**src/rtl/icache_cwf_fill.sv**
```systemverilog
module icache_cwf_fill #(
  parameter int ADDR_W  = 32,
  parameter int DATA_W  = 32,
  parameter int INDEX_W = 4
) (
  input  logic              clk,
  input  logic              rst_n,
  input  logic              req_valid,
  output logic              req_ready,
  input  logic [ADDR_W-1:0] req_addr,
  input  logic              req_cacheable,
  output logic              rsp_valid,
  output logic [DATA_W-1:0] rsp_data,
  output logic              mem_req,
  output logic [ADDR_W-1:0] mem_addr,
  input  logic              mem_rvalid,
  input  logic [DATA_W-1:0] mem_rdata,
  input  logic              inv_all
);

  localparam int NLINES   = 1 << INDEX_W;
  localparam int BOFS_W   = $clog2(DATA_W / 8);
  localparam int LINE_LSB = BOFS_W + 2;
  localparam int TAG_W    = ADDR_W - LINE_LSB - INDEX_W;

  typedef enum logic [2:0] {
    S_IDLE       = 3'd0,
    S_LOOKUP     = 3'd1,
    S_FILL_FIRST = 3'd2,
    S_FILL_REST  = 3'd3,
    S_BYPASS     = 3'd4
  } state_t;

  state_t              state;
  logic [ADDR_W-1:0]   addr_q;
  logic [1:0]          beat_q;
  logic                rsp_v_q;
  logic [DATA_W-1:0]   rsp_d_q;
  logic                inv_pend;
  logic                sweep_on;
  logic [INDEX_W-1:0]  sweep_idx;

  logic [DATA_W-1:0]   line_data [NLINES*4];
  logic [TAG_W-1:0]    tag_arr   [NLINES];
  logic [NLINES-1:0]   line_vld;

  logic [INDEX_W-1:0]  idx;
  logic [TAG_W-1:0]    tag;
  logic [1:0]          wrd;
  logic [1:0]          fill_wrd;
  logic                hit;
  logic                filling;
  logic                last_beat;

  assign idx       = addr_q[LINE_LSB +: INDEX_W];
  assign tag       = addr_q[ADDR_W-1 -: TAG_W];
  assign wrd       = addr_q[BOFS_W +: 2];
  assign fill_wrd  = wrd + beat_q;
  assign hit       = line_vld[idx] && (tag_arr[idx] == tag);
  assign filling   = (state == S_FILL_FIRST) || (state == S_FILL_REST);
  assign last_beat = (state == S_FILL_REST) && (beat_q == 2'd3);

  assign req_ready = (state == S_IDLE) && !inv_pend && !sweep_on;
  assign mem_req   = filling || (state == S_BYPASS);
  assign mem_addr  = (state == S_BYPASS)
                   ? {addr_q[ADDR_W-1:BOFS_W], {BOFS_W{1'b0}}}
                   : {addr_q[ADDR_W-1:LINE_LSB], fill_wrd, {BOFS_W{1'b0}}};
  assign rsp_valid = rsp_v_q;
  assign rsp_data  = rsp_d_q;

  always_ff @(posedge clk or negedge rst_n) begin
    if (!rst_n) begin
      state     <= S_IDLE;
      addr_q    <= '0;
      beat_q    <= '0;
      rsp_v_q   <= 1'b0;
      rsp_d_q   <= '0;
      inv_pend  <= 1'b0;
      sweep_on  <= 1'b0;
      sweep_idx <= '0;
    end else begin
      rsp_v_q <= 1'b0;

      if (sweep_on) begin
        sweep_idx <= sweep_idx + 1'b1;
        if (sweep_idx == INDEX_W'(NLINES - 1)) sweep_on <= 1'b0;
      end else if (inv_pend && state == S_IDLE) begin
        sweep_on  <= 1'b1;
        sweep_idx <= '0;
        inv_pend  <= 1'b0;
      end
      if (inv_all) inv_pend <= 1'b1;

      case (state)
        S_IDLE: begin
          if (req_valid && req_ready) begin
            addr_q <= req_addr;
            state  <= req_cacheable ? S_LOOKUP : S_BYPASS;
          end
        end
        S_LOOKUP: begin
          if (hit) begin
            rsp_v_q <= 1'b1;
            rsp_d_q <= line_data[{idx, wrd}];
            state   <= S_IDLE;
          end else begin
            beat_q <= 2'd0;
            state  <= S_FILL_FIRST;
          end
        end
        S_FILL_FIRST: begin
          if (mem_rvalid) begin
            rsp_v_q <= 1'b1;
            rsp_d_q <= mem_rdata;
            beat_q  <= 2'd1;
            state   <= S_FILL_REST;
          end
        end
        S_FILL_REST: begin
          if (mem_rvalid) begin
            beat_q <= beat_q + 1'b1;
            if (beat_q == 2'd3) state <= S_IDLE;
          end
        end
        S_BYPASS: begin
          if (mem_rvalid) begin
            rsp_v_q <= 1'b1;
            rsp_d_q <= mem_rdata;
            state   <= S_IDLE;
          end
        end
        default: state <= S_IDLE;
      endcase
    end
  end

  always_ff @(posedge clk) begin
    if (sweep_on) begin
      line_vld[sweep_idx] <= 1'b0;
    end else if (filling && mem_rvalid) begin
      line_data[{idx, fill_wrd}] <= mem_rdata;
      if (state == S_FILL_FIRST) begin
        tag_arr[idx]  <= tag;
        line_vld[idx] <= 1'b0;
      end
      if (last_beat) line_vld[idx] <= 1'b1;
    end
  end

endmodule

```
**config.mk**
```make
export PLATFORM = sky130hd
export DESIGN_NAME = icache_cwf_fill
export DESIGN_NICKNAME = d
export VERILOG_FILES = /design/src/rtl/icache_cwf_fill.sv
export SDC_FILE = /design/constraint.sdc
export NUM_CORES = 2
export LEC_CHECK = 0
export BUFFER_PORTS_ARGS = -buffer_cell sky130_fd_sc_hd__buf_2
export CAP_MARGIN = 20
export CORE_MARGIN = 1
export CORE_UTILIZATION = 42
export DETAILED_ROUTE_END_ITERATION = 16
export GPL_ROUTABILITY_DRIVEN = 0
export PLACE_DENSITY = 0.61
export SLEW_MARGIN = 20
export SYNTH_ARGS = -nofsm -noshare
export SYNTH_HDL_FRONTEND = slang
export SYNTH_SLANG_ARGS = --single-unit
```
**constraint.sdc**
```tcl
create_clock -name clk -period 4.5 [get_ports clk]
set_clock_uncertainty 0.1 [all_clocks]
set_input_delay 0.225 -clock clk [delete_from_list [all_inputs] [get_ports clk]]
set_output_delay 0.225 -clock clk [all_outputs]
set_load 0.02 [all_outputs]
```
==> results.txt <==
----------------------------------------------------
[Outcome]
  Outcome ... complete, but fails checks
  Violations in the final reports ... DRC

[Detailed routing]
  Iteration count of the initial detailed-routing pass ... 12
  Routed Antenna Nets ... 0
  Routed WL per cell ... around 34 um
  Routed vias ... ~50000
  Drt total wl ... around 280 mm
  First-iteration detailed-routing DRC count ... ~6500
  Remaining routing DRC violations ... 4
  Mean number of vias per cell ... approximately 6

[Yosys]
  Most common cell in the synthesized netlist ... edfxtp_1
  Count of cell types in the netlist ... between 60 and 70
  Share of Yosys cell area claimed by the top area cell type ... 74.9%
  Most used standard cells in the synthesized netlist ... edfxtp_1, mux4_2, mux2i_1
  Seq/Total Area, Yosys ... about three quarters
  Cell types occupying the most area after synthesis ... edfxtp_1, mux4_2, dfrtp_1, mux2i_1, mux2_2
  Share of flip-flops with an asynchronous set or reset after synthesis ... a little under 3%
  Cell type contributing the most total cell area after synthesis ... edfxtp_1
  Post-Syn Area ... just under 100000 um^2
  Top_reg_cell synth ... edfxtp_1
  Mean cell area of the mapped netlist ... around 22 um^2
  Cells after synthesis ... 4439
  Syn. warnings ... 0
  Number of storage elements in the synthesis netlist ... approximately 2500
  Number of enable flip-flop cells after synthesis ... around 2400

[Global route]
  Wire length of the first global-routing pass ... around 400 mm
  Global route overflow ... 0
  Number of antenna violations at the first check in global routing ... 14
  Total GRT Usage ... 24.0%
  Number of global-route vias before repair ... approximately 50000
  Maximum number of pins on one net before global-route repair ... 76

[Die]
  Die X ... 485 um
  Overall die area ... 236000 um^2
  Effective utilization at floorplan ... 42.2%
  Core Rows ... 177
  Number of top-level design ports ... ~140
  Area inside the core boundary ... approximately 230000 um^2
  Die H ... 485 um

[Critical path]
  Length in cells of the worst reg-to-reg path ... 12
  Launch instance of the worst register-to-register path ... addr_q[4]
  Reg2reg setup slack ... between 0.4 and 0.5 ns
  Endpoint of the most critical register-to-register path ... rsp_data[29]
  Crit-path max FO ... 30
  Dominant cell type by count on the critical path ... buf_4
  Start-to-end type of the worst setup path ... flop to flop
  Kind of start point of the critical path ... flop
  Cell Chain, Critical Path ... buf_12, buf_4, buf_4, mux4_2, a22oi_1, nand2_1, xnor2_1, and3_1, and4_4, a21oi_4, buf_4, mux2_4
  Required time at the endpoint of the critical path ... 5.18 ns
  Signal arrival time at the worst endpoint ... roughly 4.7 ns
  Maximum cell stage delay along the critical path ... a little over 0.8 ns
  Critical-path top delay cell ... dfrtp_4
  Crit path capture type ... flop

[Timing]
  Setup repair after global routing missed its margin ... no
  Period minus WS final ... approximately 4.1 ns
  Final setup violating endpoints ... 0
  Final Hold Fails ... 0
  Hold slack final ... 0.0351 ns
  Upper clock frequency limit ... 0.247 GHz
  Transition at the pin with the smallest max-transition slack ... between 1 and 1.5 ns
  Fraction of the cycle the final worst path needs ... about nine tenths
  Final max-slew violation count ... 0
  Setup ws final ... about 0.45 ns
  Worst relative slew slack ... 24.4%

[Finish]
  Multi-input logic area ... 21900 um^2
  Fraction of layout cells with a size suffix above 1 ... 31.7%
  Net total in the final layout ... between 5000 and 6000
  Area occupied by registers ... about 75000 um^2
  Number of filler cells placed in the layout ... around 19000
  Layout overhead on the synthesized area ... 16.9%

[Placement]
  Count of input and output buffers ... between 100 and 150
  HPWL after detailed placement ... approximately 160 mm
  Worst slack, placed ... 0.436 ns

[CTS]
  Maximum clock insertion buffer count ... 4
  Clock Root Buffer ... clkbuf_16
  Setup Fix Bufs, Post-CTS ... 0
  Depth of the CTS H-tree ... 5
  # clock sinks ... 2522
  Worst-Skew Late Latency ... 0.94 ns
  Clock buffers created by TritonCTS ... approximately 280
  TritonCTS clock tree ... built
  Clock slew seen by the registers of the worst setup and hold paths ... roughly 0.060 ns

[Power]
  Maximum resistive drop on vdd ... 375 uV
  Leakage ... 35.8 nW
  P per Cell Area ... between 500 and 600 nW/um^2

[Worst hold path]
  Hold Crit Class ... input port to flop
  Sink of the worst hold path ... addr_q[4]
  Worst Hold Depth ... 3
  Hold path startpoint ... req_addr[4]

[Job]
  Max capacitance violation total ... 0

----------------------------------------------------
-- worst max-delay path: cells and delay by family (launching register included) --
kind / cells / cell delay (ns)
and+or+nand+nor: 3 / 0.53
xor gates and xnor gates: 1 / 0.19
AOI/OAI and AO/OA: 2 / 0.41
buffers and inverters: 4 / 0.99
muxes: 2 / 0.84
DFF: 1 / 0.81
-- final cells by class --
type,count,share of cell area [%]
multi-input cells,1629,19.0
inverters,23,0.0752
clock buffers,341,6.41
repair buffers,541,4.36
well taps,3043,3.32
flip-flops and latches,2522,65.7
clock inverters,128,1.10
diodes,3,0.00654
-- repair_timing --
action | in CTS | in global routing
hold endpoints to repair | 1689 | 0
resized for setup | 0 | 0
hold buffers | 90 | 0
-- metal layers --
layer / GRT usage [%] / share of wire [%] / vias up
li1: - / - / 19800
met1: 32.9 / 39 / 27200
met2: 38.4 / 48 / 2651
met3: 5.12 / 9.2 / 530
met4: 8.05 / 3.7 / 2
met5: 0 / 0.0032 / -
-- how the worst max path moves through the flow --
stage                     slack [ns]  cells after the start          endpoint  startpoint
after floorplan               -0.004                     11  line_data[63][0]   addr_q[5]
after global placement          0.41                     11      rsp_data[13]   addr_q[4]
after detailed placement        0.44                     12      rsp_data[29]   addr_q[4]
after CTS                       0.42                     12      rsp_data[29]   addr_q[4]
after global routing            0.29                     12      rsp_data[29]   addr_q[4]
final                           0.45                     12      rsp_data[29]   addr_q[4]
-- through the flow --
stage	utilization (%)	TNS, ns	cells	cell area [um^2]	total power, mW
2_1_floorplan	-	-0.987	4440	98200	37.5
3_3_place_gp	45.2	0	7667	105000	43.2
3_5_place_dp	45.2	0	7667	105000	43.3
4_1_cts	49.3	0	8226	115000	65.2
5_1_grt	49.4	0	8228	115000	66.8
6_report	49.4	0	8230	115000	64.9
-- cells by family after synthesis --
logic type                 Yosys count  synth area share, %
buffers and inverters              289                 1.57
AOI/OAI and AO/OA                  321                 2.31
other                                1              0.00382
xor gates and xnor gates            35                0.312
adders and majority gates            6               0.0765
DFF                               2522                 76.8
muxes                              878                 17.2
and+or+nand+nor                    387                 1.71
-- flip-flops by register name, indices dropped and copies added (netlist names) --
register,cells
inv_pend,1
beat_q,2
sweep_idx,4
state,3
line_data,2048
addr_q,30
line_vld,16
rsp_data,32
tag_arr,384
rsp_valid,1
sweep_on,1
-- report_power, final --
part	leakage, nW	total [mW]	switching [mW]	internal (mW)
registers	23.1	27.7	0.978	26.7
clock network	4.22	21.9	8.95	13.0
logic	8.55	15.2	8.69	6.53
-- cell usage in the layout (no fill, tap or decap), types with 28 or more instances in the layout --
cell,n
a22oi_1,73
nand2_1,135
edfxtp_1,2448
nor2_1,64
mux2_2,63
dfrtp_1,68
a21oi_1,59
mux4_2,628
buf_2,123
dlygate4sd3_1,89
nor2_4,67
o21ai_0,37
clkinv_2,36
mux2i_1,159
clkbuf_1,51
clkinv_1,52
clkbuf_16,282
a221oi_1,28
buf_12,81
buf_4,247
Note: power is estimated with default switching activity, not from simulation.
